**config.mk**
```make
export PLATFORM = sky130hd
export DESIGN_NAME = pwm_event_timer
export DESIGN_NICKNAME = d
export VERILOG_FILES = /design/src/rtl/pet_pkg.sv /design/src/rtl/pet_regs.sv /design/src/rtl/pet_prescale.sv /design/src/rtl/pet_count.sv /design/src/rtl/pet_pin.sv /design/src/rtl/pwm_event_timer.sv
export SDC_FILE = /design/constraint.sdc
export NUM_CORES = 1
export LEC_CHECK = 0
export ABC_AREA = 1
export BUFFER_PORTS_ARGS = -buffer_cell sky130_fd_sc_hd__buf_2
export CAP_MARGIN = 15
export CORE_MARGIN = 4
export CORE_UTILIZATION = 65
export DETAILED_ROUTE_END_ITERATION = 7
export PLACE_DENSITY = 0.95
export SYNTH_ARGS = -nofsm -noshare
export SYNTH_HDL_FRONTEND = slang
export SYNTH_SLANG_ARGS = --single-unit
```
**constraint.sdc**
```tcl
create_clock -name clk -period 4.62 [get_ports clk]
set_input_delay 0.462 -clock clk [delete_from_list [all_inputs] [get_ports clk]]
set_output_delay 0.462 -clock clk [all_outputs]
set_load 0.005 [all_outputs]
```
**src/rtl/pet_pkg.sv**
```systemverilog
package pet_pkg;
  localparam int BUS_W = 32;
  localparam int REG_AW = 6;
  localparam int NSTAT = 2;
  localparam int NPEND = 5;

  localparam logic [REG_AW-1:0] A_CTRL  = 6'h00;
  localparam logic [REG_AW-1:0] A_CNT   = 6'h04;
  localparam logic [REG_AW-1:0] A_LOAD  = 6'h08;
  localparam logic [REG_AW-1:0] A_MATCH = 6'h0C;
  localparam logic [REG_AW-1:0] A_TRIG  = 6'h10;
  localparam logic [REG_AW-1:0] A_STAT  = 6'h14;
  localparam logic [REG_AW-1:0] A_ENSET = 6'h18;
  localparam logic [REG_AW-1:0] A_ENCLR = 6'h1C;
  localparam logic [REG_AW-1:0] A_WAKE  = 6'h20;
  localparam logic [REG_AW-1:0] A_IFC   = 6'h24;
  localparam logic [REG_AW-1:0] A_SYS   = 6'h28;
  localparam logic [REG_AW-1:0] A_PEND  = 6'h2C;

  localparam logic [BUS_W-1:0] SRST_KEY  = 32'h0000_0006;
  localparam logic [BUS_W-1:0] CTRL_MASK = 32'h0000_1CFF;
  localparam logic [1:0]       PEND_HOLD = 2'd2;

  // pending slot order
  localparam int PI_CTRL = 0;
  localparam int PI_CNT = 1;
  localparam int PI_LOAD = 2;
  localparam int PI_MATCH = 3;
  localparam int PI_TRIG = 4;

  typedef struct packed {
    logic [18:0] rsvd_hi;
    logic        toggle;
    logic [1:0]  trig_mode;
    logic [1:0]  rsvd_mid;
    logic        dflt_lvl;
    logic        cmp_en;
    logic        pre_en;
    logic [2:0]  ratio;
    logic        reload;
    logic        start;
  } ctrl_t;

  function automatic logic [REG_AW-1:0] pend_addr(input int idx);
    case (idx)
      PI_CTRL:  pend_addr = A_CTRL;
      PI_CNT:   pend_addr = A_CNT;
      PI_LOAD:  pend_addr = A_LOAD;
      PI_MATCH: pend_addr = A_MATCH;
      default:  pend_addr = A_TRIG;
    endcase
  endfunction
endpackage

```
**src/rtl/pet_regs.sv**
```systemverilog
module pet_regs
  import pet_pkg::*;
#(
  parameter int RST_CYC = 8
) (
  input  logic              clk,
  input  logic              rst,
  input  logic              wr,
  input  logic              rd,
  input  logic [REG_AW-1:0] addr,
  input  logic [BUS_W-1:0]  wdata,
  output logic [BUS_W-1:0]  rdata,
  output ctrl_t             ctrl,
  output logic              ctrl_wr,
  output logic [BUS_W-1:0]  load_val,
  output logic [BUS_W-1:0]  match_val,
  output logic              cnt_wr,
  output logic              trig_wr,
  output logic              busy,
  output logic [NSTAT-1:0]  stat,
  output logic [NSTAT-1:0]  en,
  output logic              irq,
  output logic              wake,
  input  logic [BUS_W-1:0]  cnt_val,
  input  logic              ovf_evt,
  input  logic              match_evt,
  input  logic              oneshot_done
);
  localparam int BW = $clog2(RST_CYC + 1);

  logic [BW-1:0]    busy_q;
  logic [NPEND-1:0] pend, acc;
  logic             wr_ok, srst_req;
  logic [NSTAT-1:0] wake_q, clr_mask, set_mask, enclr_mask;
  ctrl_t            ctrl_q;
  logic [BUS_W-1:0] load_q, match_q;
  logic [NSTAT-1:0] stat_q, en_q;

  assign busy     = busy_q != '0;
  assign wr_ok    = wr && !busy;
  assign srst_req = wr_ok && (addr == A_IFC) && (wdata == SRST_KEY);

  for (genvar i = 0; i < NPEND; i++) begin : g_pend
    logic [1:0] pc_q;
    assign pend[i] = pc_q != 2'd0;
    assign acc[i]  = wr_ok && (addr == pend_addr(i)) && !pend[i];
    always_ff @(posedge clk) begin
      if (rst || busy)   pc_q <= 2'd0;
      else if (acc[i])   pc_q <= PEND_HOLD;
      else if (pend[i])  pc_q <= pc_q - 2'd1;
    end
  end

  assign ctrl_wr = acc[PI_CTRL];
  assign cnt_wr  = acc[PI_CNT];
  assign trig_wr = acc[PI_TRIG];

  assign clr_mask   = (wr_ok && addr == A_STAT)  ? wdata[NSTAT-1:0] : '0;
  assign set_mask   = (wr_ok && addr == A_ENSET) ? wdata[NSTAT-1:0] : '0;
  assign enclr_mask = (wr_ok && addr == A_ENCLR) ? wdata[NSTAT-1:0] : '0;

  always_ff @(posedge clk) begin
    if (rst)           busy_q <= '0;
    else if (srst_req) busy_q <= BW'(RST_CYC);
    else if (busy)     busy_q <= busy_q - 1'b1;
  end

  always_ff @(posedge clk) begin
    if (rst || busy) begin
      ctrl_q  <= '0;
      load_q  <= '0;
      match_q <= '0;
      stat_q  <= '0;
      en_q    <= '0;
      wake_q  <= '0;
    end else begin
      if (acc[PI_CTRL])     ctrl_q <= ctrl_t'(wdata & CTRL_MASK);
      else if (oneshot_done) ctrl_q.start <= 1'b0;
      if (acc[PI_LOAD])  load_q  <= wdata;
      if (acc[PI_MATCH]) match_q <= wdata;
      stat_q <= (stat_q & ~clr_mask) | {ovf_evt, match_evt};
      en_q   <= (en_q | set_mask) & ~enclr_mask;
      if (wr_ok && addr == A_WAKE) wake_q <= wdata[NSTAT-1:0] & ~enclr_mask;
      else                         wake_q <= wake_q & ~enclr_mask;
    end
  end

  always_ff @(posedge clk) begin
    if (rst) begin
      irq  <= 1'b0;
      wake <= 1'b0;
    end else begin
      irq  <= |(stat_q & en_q);
      wake <= |(stat_q & wake_q);
    end
  end

  always_ff @(posedge clk) begin
    if (rst) rdata <= '0;
    else if (rd) begin
      case (addr)
        A_CTRL:  rdata <= ctrl_q;
        A_CNT:   rdata <= cnt_val;
        A_LOAD:  rdata <= load_q;
        A_MATCH: rdata <= match_q;
        A_STAT:  rdata <= {{(BUS_W-NSTAT){1'b0}}, stat_q};
        A_ENSET: rdata <= {{(BUS_W-NSTAT){1'b0}}, en_q};
        A_WAKE:  rdata <= {{(BUS_W-NSTAT){1'b0}}, wake_q};
        A_SYS:   rdata <= {{(BUS_W-1){1'b0}}, !busy};
        A_PEND:  rdata <= {{(BUS_W-NPEND){1'b0}}, pend};
        default: rdata <= '0;
      endcase
    end
  end

  assign ctrl      = ctrl_q;
  assign load_val  = load_q;
  assign match_val = match_q;
  assign stat      = stat_q;
  assign en        = en_q;
endmodule

```
**src/rtl/pet_prescale.sv**
```systemverilog
module pet_prescale #(
  parameter int RW = 3
) (
  input  logic          clk,
  input  logic          rst,
  input  logic          clr,
  input  logic          run,
  input  logic          en,
  input  logic [RW-1:0] ratio,
  output logic          tick
);
  localparam int DIVW = 2 ** RW;

  logic [DIVW-1:0] div_q, lim;
  logic            wrap;

  // limit = 2^(ratio+1) - 1
  assign lim  = {DIVW{1'b1}} >> (DIVW - 1 - int'(ratio));
  assign wrap = div_q == lim;
  assign tick = run && (!en || wrap);

  always_ff @(posedge clk) begin
    if (rst || clr || !run || !en) div_q <= '0;
    else if (wrap)                 div_q <= '0;
    else                           div_q <= div_q + 1'b1;
  end
endmodule

```
**src/rtl/pet_count.sv**
```systemverilog
module pet_count
  import pet_pkg::*;
#(
  parameter int RW = 3
) (
  input  logic             clk,
  input  logic             rst,
  input  logic             clr,
  input  ctrl_t            ctrl,
  input  logic [BUS_W-1:0] load_val,
  input  logic [BUS_W-1:0] match_val,
  input  logic             cnt_wr,
  input  logic [BUS_W-1:0] cnt_wdata,
  input  logic             trig_wr,
  output logic [BUS_W-1:0] count,
  output logic             ovf_evt,
  output logic             match_evt,
  output logic             oneshot_done
);
  logic             tick, quiet, at_top;
  logic [BUS_W-1:0] cnt_q, nxt;

  pet_prescale #(.RW(RW)) u_pre (
    .clk   (clk),
    .rst   (rst),
    .clr   (clr),
    .run   (ctrl.start),
    .en    (ctrl.pre_en),
    .ratio (ctrl.ratio[RW-1:0]),
    .tick  (tick)
  );

  assign quiet        = !cnt_wr && !trig_wr;
  assign at_top       = cnt_q == {BUS_W{1'b1}};
  assign nxt          = at_top ? (ctrl.reload ? load_val : '0) : cnt_q + 1'b1;
  assign ovf_evt      = tick && quiet && at_top;
  assign match_evt    = tick && quiet && ctrl.cmp_en && (nxt == match_val);
  assign oneshot_done = ovf_evt && !ctrl.reload;

  always_ff @(posedge clk) begin
    if (rst || clr)   cnt_q <= '0;
    else if (cnt_wr)  cnt_q <= cnt_wdata;
    else if (trig_wr) cnt_q <= load_val;
    else if (tick)    cnt_q <= nxt;
  end

  assign count = cnt_q;
endmodule

```
**src/rtl/pet_pin.sv**
```systemverilog
module pet_pin (
  input  logic       clk,
  input  logic       rst,
  input  logic       clr,
  input  logic [1:0] mode,
  input  logic       toggle,
  input  logic       dflt,
  input  logic       ovf_evt,
  input  logic       match_evt,
  output logic       pin
);
  logic evt, tog_q;

  assign evt = (mode != 2'b00) && (ovf_evt || (mode[1] && match_evt));

  always_ff @(posedge clk) begin
    if (rst || clr || mode == 2'b00 || !toggle) tog_q <= 1'b0;
    else                                        tog_q <= tog_q ^ evt;
  end

  always_ff @(posedge clk) begin
    if (rst) pin <= 1'b0;
    else     pin <= dflt ^ (toggle ? (tog_q ^ evt) : evt);
  end
endmodule

```
**src/rtl/pwm_event_timer.sv**
```systemverilog
module pwm_event_timer
  import pet_pkg::*;
#(
  parameter int RST_CYC = 8,
  parameter int PRE_RW  = 3
) (
  input  logic              clk,
  input  logic              rst,
  input  logic              bus_wr,
  input  logic              bus_rd,
  input  logic [REG_AW-1:0] bus_addr,
  input  logic [BUS_W-1:0]  bus_wdata,
  output logic [BUS_W-1:0]  bus_rdata,
  output logic              irq,
  output logic              wake,
  output logic              pwm_out
);
  ctrl_t            ctrl;
  logic             ctrl_wr, cnt_wr, trig_wr, busy;
  logic             ovf_evt, match_evt, oneshot_done;
  logic [BUS_W-1:0] load_val, match_val, count;
  logic [NSTAT-1:0] stat, en;

  pet_regs #(.RST_CYC(RST_CYC)) u_regs (
    .clk          (clk),
    .rst          (rst),
    .wr           (bus_wr),
    .rd           (bus_rd),
    .addr         (bus_addr),
    .wdata        (bus_wdata),
    .rdata        (bus_rdata),
    .ctrl         (ctrl),
    .ctrl_wr      (ctrl_wr),
    .load_val     (load_val),
    .match_val    (match_val),
    .cnt_wr       (cnt_wr),
    .trig_wr      (trig_wr),
    .busy         (busy),
    .stat         (stat),
    .en           (en),
    .irq          (irq),
    .wake         (wake),
    .cnt_val      (count),
    .ovf_evt      (ovf_evt),
    .match_evt    (match_evt),
    .oneshot_done (oneshot_done)
  );

  pet_count #(.RW(PRE_RW)) u_cnt (
    .clk          (clk),
    .rst          (rst),
    .clr          (busy),
    .ctrl         (ctrl),
    .load_val     (load_val),
    .match_val    (match_val),
    .cnt_wr       (cnt_wr),
    .cnt_wdata    (bus_wdata),
    .trig_wr      (trig_wr),
    .count        (count),
    .ovf_evt      (ovf_evt),
    .match_evt    (match_evt),
    .oneshot_done (oneshot_done)
  );

  pet_pin u_pin (
    .clk       (clk),
    .rst       (rst),
    .clr       (busy),
    .mode      (ctrl.trig_mode),
    .toggle    (ctrl.toggle),
    .dflt      (ctrl.dflt_lvl),
    .ovf_evt   (ovf_evt),
    .match_evt (match_evt),
    .pin       (pwm_out)
  );
endmodule

```
==> results_tabular.tex, run 1 <==
\begin{tabular}{lr}
\hline
Metric & Value \\
\hline
\multicolumn{2}{l}{\textbf{Synth}} \\
Leading cell type by number of instances after synthesis & sky130\_fd\_sc\_hd\_\_nand2\_1 \\
Fraction of registers with async set or reset after synthesis & 0\% \\
Synth Register Bits & approximately 170 \\
Net count of the mapped netlist & 1,562 \\
Most numerous cell types in the synthesized netlist & 392 x sky130\_fd\_sc\_hd\_\_nand2\_1, 171 x sky130\_fd\_sc\_hd\_\_dfxtp\_1, 169 x sky130\_fd\_sc\_hd\_\_a21oi\_1 \\
Cell types with the largest area share after synthesis & sky130\_fd\_sc\_hd\_\_dfxtp\_1 35\%, sky130\_fd\_sc\_hd\_\_nand2\_1 15\%, sky130\_fd\_sc\_hd\_\_a21oi\_1 8.7\%, sky130\_fd\_sc\_hd\_\_o21ai\_0 6.6\%, sky130\_fd\_sc\_hd\_\_inv\_1 6.1\% \\
Gate count of the mapped netlist & 1,516 \\
Netlist Area Pre-Place & between 9000 and 10,000 um\^{}2 \\
Average size of a mapped cell & roughly 6.4 um\^{}2 \\
Area leader, netlist & sky130\_fd\_sc\_hd\_\_dfxtp\_1 \\
Count of unique library cells instantiated by Yosys & 43 \\
Most used flip-flop cell after synthesis & sky130\_fd\_sc\_hd\_\_dfxtp\_1 \\
Number of flops mapped to enable cells by yosys & 0 \\
Top cell type's share of synthesized area & a little over a third \\
Number of warning messages in the yosys log & 0 \\
Sequential fraction of the synthesis area & 35.2\% \\
\multicolumn{2}{l}{\textbf{Cells and area}} \\
Fraction of final layout cells with drive strength greater than 1 & approximately a tenth \\
Final Net Count & 1,607 \\
Post-synthesis to final-layout area growth & 11.6\% \\
Fin cells & around 1,800 \\
Antenna diodes & 0 \\
Utilization after layout & 74.4\% \\
\multicolumn{2}{l}{\textbf{Power and ir drop}} \\
Maximum vdd ir drop & 0.399 mV \\
Power consumption & $\sim$3.5 mW \\
PwrDens & 320 nW/um\^{}2 \\
Cell leakage power & 4.42 nW \\
\multicolumn{2}{l}{\textbf{Clocking}} \\
Level count of the clock H-tree & 4 \\
Number of setup buffers added after CTS & 0 \\
TritonCTS clock tree & yes \\
Post\_cts resized & 0 \\
Clock network latency to the later pin of the worst-skew pair & roughly 0.44 ns \\
Root Buffer & sky130\_fd\_sc\_hd\_\_clkbuf\_16 \\
Clock transition at path regs & about 0.07 ns \\
Clock buffers created by TritonCTS & 17 \\
Sink count of the clock tree & 171 \\
Cts hold-fix bufs & 0 \\
Buffer depth of the longest clock path & 2 \\
\multicolumn{2}{l}{\textbf{Timing}} \\
Setup TNS & 0 ns \\
Final Skew & around 0.0097 ns \\
Time the final worst path needs with I/O delays and setup & about 3.9 ns \\
Slew margin rel. & around 18\% \\
Setup repair after global routing missed its margin & false \\
Highest Clock Rate & $\sim$260 MHz \\
Number of max-slew violations in the final report & 0 \\
Setup-violating endpoint count in the final report & 0 \\
Worst-margin pin slew & roughly 1.2 ns \\
Final cycle utilization of the critical path & 83.4\% \\
Final hold violation count & 0 \\
\multicolumn{2}{l}{\textbf{Route}} \\
Number of vias per cell & between 6 and 7 \\
Via Count & between 10,000 and 15,000 \\
Final routed DRC violation total & 0 \\
Overall routed net length & 35.2 mm \\
Total met2 wirelength after detailed routing & 15.4 mm \\
Iteration-0 DRC Markers & around 1,800 \\
Met3 routed wirelength & roughly 4.5 mm \\
Count of TritonRoute iterations in the first routing pass & 7 \\
Routed len/inst & approximately 20 um \\
ANT nets after route & 0 \\
Highest routed layer & met4 \\
Wire length on met1 & 12.5 mm \\
\multicolumn{2}{l}{\textbf{Worst setup path}} \\
Endpoint required time on the critical path & roughly 5.0 ns \\
Arrival time worst endpoint & 4.18 ns \\
CP max FO & 27 \\
Setup Crit Path Kind & reg2reg \\
Startpoint kind of the worst setup timing path & flip-flop \\
Critical Path End Type & flip-flop \\
\multicolumn{2}{l}{\textbf{Floorplan}} \\
Full die area & 17,000 um\^{}2 \\
Die outline height & between 100 and 150 um \\
Width of the die & 130 um \\
Row Count & 44 \\
Top Ports & 77 \\
Placeable Area & about 15,000 um\^{}2 \\
Starting density of the core & about two thirds \\
\multicolumn{2}{l}{\textbf{Run status}} \\
Outcome & completed \\
\multicolumn{2}{l}{\textbf{Placement}} \\
DP Cell Count & about 1,700 \\
Number of input and output port buffers inserted & 76 \\
Global placer's final weighted congestion & between 1 and 1.5 \\
HPWL Detailed & 24.7 mm \\
\multicolumn{2}{l}{\textbf{Global routing}} \\
Largest net degree at the start of global routing & 59 \\
Total routing resource utilization after global routing & between 40\% and 50\% \\
Wire length of the first global-routing pass & about 55 mm \\
Vias in the first global route & between 10,000 and 15,000 \\
Sum of overflow across all layers after global routing & 0 \\
Antenna violations before repair & 0 \\
\multicolumn{2}{l}{\textbf{Job}} \\
Max\_cap viols & 0 \\
\multicolumn{2}{l}{\textbf{Worst hold path}} \\
Hold Path Class & in2reg \\
\hline
\end{tabular}
[routing by layer]
layer	vias to the layer above	GRT usage [%]
met4	0	29.2
met3	213	10.4
met1	5067	50.6
met5	-	0
li1	5164	-
met2	905	63.9
[through the flow]
step / worst slack (ns) / instance area, um^2 / hold WS (ns)
after floorplan: 2.14 / 9730 / 0.403
after global placement: 1.10 / 10200 / 0.411
after detailed placement: 0.972 / 10200 / 0.422
after CTS: 0.927 / 10900 / 0.298
after global routing: 0.668 / 10900 / 0.314
final: 0.769 / 10900 / 0.302
[area by class of cell]
class | instances | area (um^2)
sequential | 171 | 3420
clock buffer | 22 | 474
inverter | 167 | 628
fill | 1189 | 3740
tap | 184 | 230
multi-input combinational | 1110 | 5430
timing repair buffer | 94 | 515
clock inverter | 10 | 151
[where the power goes]
| group | internal [mW] | switching [mW] |
|---|---|---|
| logic | 0.111 | 0.312 |
| clock network | 0.906 | 0.631 |
| registers | 1.49 | 0.0160 |
[worst max-delay path, cell delays in order, from the launching register on]
cell,delay (ns)
sky130_fd_sc_hd__dfxtp_1,0.35
sky130_fd_sc_hd__inv_1,0.09
sky130_fd_sc_hd__ha_1,0.21
sky130_fd_sc_hd__nand3_1,0.21
sky130_fd_sc_hd__inv_1,0.14
sky130_fd_sc_hd__nand2_1,0.33
sky130_fd_sc_hd__inv_1,0.25
sky130_fd_sc_hd__nand3_2,0.45
sky130_fd_sc_hd__nand2_1,0.20
sky130_fd_sc_hd__nor2_4,0.64
sky130_fd_sc_hd__buf_4,0.44
sky130_fd_sc_hd__a21oi_1,0.10
sky130_fd_sc_hd__a221oi_1,0.29
[cells in the final DEF, fill, tap and decap left out, types with 8 or more instances in the layout]
cell type | synthesis | final
sky130_fd_sc_hd__o211ai_1 | 26 | 26
sky130_fd_sc_hd__nand2_1 | 392 | 391
sky130_fd_sc_hd__xor2_1 | 10 | 10
sky130_fd_sc_hd__a221oi_1 | 25 | 25
sky130_fd_sc_hd__nand4_1 | 25 | 25
sky130_fd_sc_hd__nand3_1 | 95 | 95
sky130_fd_sc_hd__clkbuf_16 | 0 | 17
sky130_fd_sc_hd__buf_2 | 1 | 76
sky130_fd_sc_hd__inv_1 | 159 | 159
sky130_fd_sc_hd__buf_4 | 1 | 18
sky130_fd_sc_hd__nor2_1 | 128 | 126
sky130_fd_sc_hd__o221ai_1 | 8 | 8
sky130_fd_sc_hd__dfxtp_1 | 171 | 171
sky130_fd_sc_hd__a21oi_1 | 169 | 169
sky130_fd_sc_hd__o21ai_0 | 129 | 129
sky130_fd_sc_hd__o22ai_1 | 21 | 21
sky130_fd_sc_hd__a22oi_1 | 8 | 8
sky130_fd_sc_hd__nor3_1 | 13 | 12
sky130_fd_sc_hd__a211oi_1 | 8 | 8
[worst paths after layout]
check	start	endpoint	slack, ns	cells after the start
worst max-delay path	u_regs.busy_q[0]$_SDFFE_PP0P_	u_cnt.count[14]$_SDFFE_PP0P_	0.77	12
worst min-delay path	bus_wdata[23]	u_regs.load_val[23]$_SDFFE_PP0P_	0.30	3
worst max register to register	u_regs.busy_q[0]$_SDFFE_PP0P_	u_cnt.count[14]$_SDFFE_PP0P_	0.77	12
worst min register to register	u_regs.g_pend[2].pc_q[0]$_SDFFE_PP0N_	u_regs.g_pend[2].pc_q[0]$_SDFFE_PP0N_	0.43	1
[cells by family after synthesis]
kind of cell | synth area share (%)
AOI/OAI and AO/OA | 23.5
xor gates and xnor gates | 1.17
adders and majority gates | 0.515
buffers and inverters | 9.29
DFF | 35.2
and+or+nand+nor | 30.3
[flip-flops by register name, summed over array words and instances, names as in the netlist]
register / count
u_cnt.count: 32
u_regs.wake: 1
u_regs.ctrl: 11
u_regs.rdata: 32
u_regs.irq: 1
u_regs.wake_q: 2
u_regs.stat: 2
u_regs.load_val: 32
u_cnt.u_pre.div_q: 8
u_regs.g_pend.pc_q: 10
u_regs.busy_q: 4
u_regs.en: 2
u_regs.match_val: 32
u_pin.tog_q: 1
u_pin.pin: 1
Note: power is estimated with default switching activity, not from simulation.
==> run 2, diff against run 1 <==
CORE_UTILIZATION = 55   (was 65)
PLACE_DENSITY = 0.87   (was 0.95)
clock period = 3.1 ns   (was 4.62 ns; I/O delays follow)
==> run 2 against run 1 <==
Die area increased by 17%; clock skew increased by 0.0034 ns; routed wire length increased by 10%; via count decreased by 0.19%; register-to-register slack got worse by 0.58 ns; first-iteration DRC count decreased by 34%; power increased by 50%; combinational power increased by 63%; cell count increased by 4.2%; global-route usage decreased by 3.1 points; worst setup slack got worse by 0.58 ns; clock power increased by 47%; critical path type unchanged; largest cell class unchanged.
==> results_tabular.tex, run 2 (synthesized netlist as in run 1, its figures left out) <==
\begin{tabular}{lr}
\hline
Metric & Value \\
\hline
\multicolumn{2}{l}{\textbf{Run status}} \\
Outcome & completed \\
\multicolumn{2}{l}{\textbf{Placement}} \\
Global placer's final weighted congestion & around 1.0 \\
Number of input and output port buffers inserted & between 70 and 80 \\
HPWL Detailed & between 20 and 30 mm \\
Worst setup timing slack at the placement stage & 0.0320 ns \\
\multicolumn{2}{l}{\textbf{Power and ir drop}} \\
Power share of the sequential group & between 40\% and 50\% \\
Internal power contribution & 3.63 mW \\
Switching power total & approximately 1.6 mW \\
Maximum vdd ir drop & 0.521 mV \\
Cell leakage power & between 4 and 5 nW \\
Power consumption & 5.20 mW \\
PwrDens & 464 nW/um\^{}2 \\
Share of total power consumed by net switching & between 30\% and 40\% \\
Clk network pwr share & roughly 44\% \\
Comb pwr share & a little over an eighth \\
\multicolumn{2}{l}{\textbf{Cells and area}} \\
Commonest cells after routing, fill and taps aside & 389 x sky130\_fd\_sc\_hd\_\_nand2\_1, 169 x sky130\_fd\_sc\_hd\_\_a21oi\_1, 166 x sky130\_fd\_sc\_hd\_\_dfxtp\_1 \\
Fraction of final layout cells with drive strength greater than 1 & 12.6\% \\
Final Net Count & 1,639 \\
Utilization after layout & around two thirds \\
Most common cell after layout, fill and taps aside & sky130\_fd\_sc\_hd\_\_nand2\_1 \\
Post-synthesis to final-layout area growth & 15.2\% \\
Antenna diodes & 0 \\
\multicolumn{2}{l}{\textbf{Worst setup path}} \\
Slowest cell on the critical path & sky130\_fd\_sc\_hd\_\_dfxtp\_1 \\
Ordered cell list for the critical path & inv\_1, nor2\_2, buf\_4, nand3\_1, inv\_1, nand2\_1, nand2\_1, nand3\_1, nand2\_1, nand2\_1, nand2\_1, nand2\_1, nor2\_1, nand2\_1, nor2\_1, nand3\_1, nand2\_1, nand2\_1, nand3\_2, nand3\_1, nand2\_1, nor2\_1 \\
Startpoint kind of the worst setup timing path & flip-flop \\
Worst path max stage delay & between 0.4 and 0.5 ns \\
Most numerous cell on the critical path & sky130\_fd\_sc\_hd\_\_nand2\_1 \\
Setup Crit Path Kind & reg2reg \\
Endpoint required time on the critical path & 3.43 ns \\
Arrival time worst endpoint & 3.24 ns \\
CP max FO & 5 \\
Critical Path End Type & flip-flop \\
Buffers plus inverters on the worst setup path & 3 \\
Cell family with most CP delay & simple AND/OR/NAND/NOR gates \\
R2R setup slack & approximately 0.19 ns \\
\multicolumn{2}{l}{\textbf{Route}} \\
Routed len/inst & 21.1 um \\
Overall routed net length & about 39 mm \\
Iteration-0 DRC Markers & 1,208 \\
Count of TritonRoute iterations in the first routing pass & 6 \\
Via Count & between 10,000 and 15,000 \\
Final routed DRC violation total & 0 \\
Number of vias per cell & about 6.2 \\
ANT nets after route & 0 \\
\multicolumn{2}{l}{\textbf{Timing}} \\
Highest Clock Rate & 344 MHz \\
Setup repair after global routing missed its margin & false \\
Time the final worst path needs with I/O delays and setup & 2.91 ns \\
Slew margin rel. & between 30\% and 40\% \\
Setup-violating endpoint count in the final report & 0 \\
Final Skew & 0.0131 ns \\
Worst-margin pin slew & 0.915 ns \\
Final hold violation count & 0 \\
Final cycle utilization of the critical path & between 90 and 100\% \\
Setup TNS & 0 ns \\
Number of max-slew violations in the final report & 0 \\
Setup WS post-layout & approximately 0.19 ns \\
Hold\_ws & 0.146 ns \\
\multicolumn{2}{l}{\textbf{Floorplan}} \\
Placeable Area & 17,300 um\^{}2 \\
Full die area & a little under 20,000 um\^{}2 \\
Die outline height & 141 um \\
Starting density of the core & a little under three fifths \\
Width of the die & 141 um \\
Top Ports & slightly below 80 \\
Row Count & 48 \\
\multicolumn{2}{l}{\textbf{Job}} \\
Max\_cap viols & 0 \\
\multicolumn{2}{l}{\textbf{Worst hold path}} \\
Hold Path Class & in2reg \\
\multicolumn{2}{l}{\textbf{Global routing}} \\
Wire length of the first global-routing pass & roughly 60 mm \\
Largest net degree at the start of global routing & 59 \\
Vias in the first global route & approximately 11,000 \\
Sum of overflow across all layers after global routing & 0 \\
Total routing resource utilization after global routing & a little under two fifths \\
Antenna violations before repair & 0 \\
\multicolumn{2}{l}{\textbf{Clocking}} \\
Root Buffer & sky130\_fd\_sc\_hd\_\_clkbuf\_16 \\
Sink count of the clock tree & approximately 170 \\
Clock transition at path regs & roughly 0.070 ns \\
Level count of the clock H-tree & 4 \\
Clock network latency to the later pin of the worst-skew pair & approximately 0.44 ns \\
Buffer depth of the longest clock path & 2 \\
TritonCTS clock tree & yes \\
Clock buffers created by TritonCTS & 17 \\
\hline
\end{tabular}
[run 2: cell count changes in the layout (fill, tap and decap cells not counted), moves of 2 or more]
cell / change
sky130_fd_sc_hd__clkinv_8: +5
sky130_fd_sc_hd__inv_8: +2
sky130_fd_sc_hd__buf_4: +30
sky130_fd_sc_hd__nand2_2: +2
sky130_fd_sc_hd__dfxtp_2: +5
sky130_fd_sc_hd__bufinv_16: -2
sky130_fd_sc_hd__inv_6: -2
sky130_fd_sc_hd__nand2_1: -2
sky130_fd_sc_hd__clkbuf_1: -2
sky130_fd_sc_hd__buf_12: +2
sky130_fd_sc_hd__dfxtp_1: -5
[run 2: cell type report]
| class | count | area, um^2 |
|---|---|---|
| tap | 225 | 282 |
| clock buffer | 19 | 453 |
| inverter | 167 | 634 |
| sequential | 171 | 3430 |
| fill | 1622 | 6090 |
| multi-input combinational | 1110 | 5450 |
| clock inverter | 13 | 178 |
| timing repair buffer | 126 | 781 |
[run 2: metal layers]
metal	up-vias	wire (um)	GRT usage, %
met5	-	0	0
met4	0	2480	23.1
met3	154	3730	7.50
met2	697	17700	61.6
met1	5235	14900	47.8
li1	5241	-	-
[run 2: path summary, 6_finish.rpt]
path	to	cells after the start	start
max	u_pin.pin$_SDFF_PP0_	22	u_cnt.count[2]$_SDFFE_PP0P_
min	u_regs.load_val[8]$_SDFFE_PP0P_	3	bus_wdata[8]
max reg2reg	u_pin.pin$_SDFF_PP0_	22	u_cnt.count[2]$_SDFFE_PP0P_
min reg2reg	u_regs.g_pend[0].pc_q[0]$_SDFFE_PP0N_	1	u_regs.g_pend[0].pc_q[0]$_SDFFE_PP0N_
[run 2: worst reg2reg max path: stages (launching register included)]
cell                      delay (ns)
sky130_fd_sc_hd__dfxtp_1        0.41
sky130_fd_sc_hd__inv_1          0.11
sky130_fd_sc_hd__nor2_2         0.32
sky130_fd_sc_hd__buf_4          0.19
sky130_fd_sc_hd__nand3_1        0.17
sky130_fd_sc_hd__inv_1          0.17
sky130_fd_sc_hd__nand2_1        0.07
sky130_fd_sc_hd__nand2_1        0.07
sky130_fd_sc_hd__nand3_1        0.10
sky130_fd_sc_hd__nand2_1        0.11
sky130_fd_sc_hd__nand2_1        0.06
sky130_fd_sc_hd__nand2_1        0.09
sky130_fd_sc_hd__nand2_1        0.06
sky130_fd_sc_hd__nor2_1         0.14
sky130_fd_sc_hd__nand2_1        0.11
sky130_fd_sc_hd__nor2_1         0.13
sky130_fd_sc_hd__nand3_1        0.11
sky130_fd_sc_hd__nand2_1        0.08
sky130_fd_sc_hd__nand2_1        0.06
sky130_fd_sc_hd__nand3_2        0.08
sky130_fd_sc_hd__nand3_1        0.08
sky130_fd_sc_hd__nand2_1        0.07
sky130_fd_sc_hd__nor2_1         0.04
[run 2: power groups by stage]
stage          combinational (mW)  sequential (mW)  clock, mW
3_5_place_dp                0.669             2.30          0
5_1_grt                     0.748             2.25       2.36
6_report                    0.690             2.25       2.26
4_1_cts                     0.674             2.24       2.27
3_3_place_gp                0.650             2.30          0
2_1_floorplan               0.405             2.29          0
[run 2: per-stage QoR]
stage / area (um^2) / std cells
5_1_grt: 11200 / 1831
6_report: 11200 / 1831
3_3_place_gp: 10500 / 1797
4_1_cts: 11200 / 1829
3_5_place_dp: 10500 / 1797
2_1_floorplan: 9730 / 1516
[run 2: timing repair]
| item | CTS | global route |
|---|---|---|
| setup endpoints to repair | 0 | 2 |
| resized for setup | 0 | 14 |
| setup buffers | 0 | 2 |
| hold buffers | 0 | 0 |
| endpoints found under the hold margin | 0 | 0 |
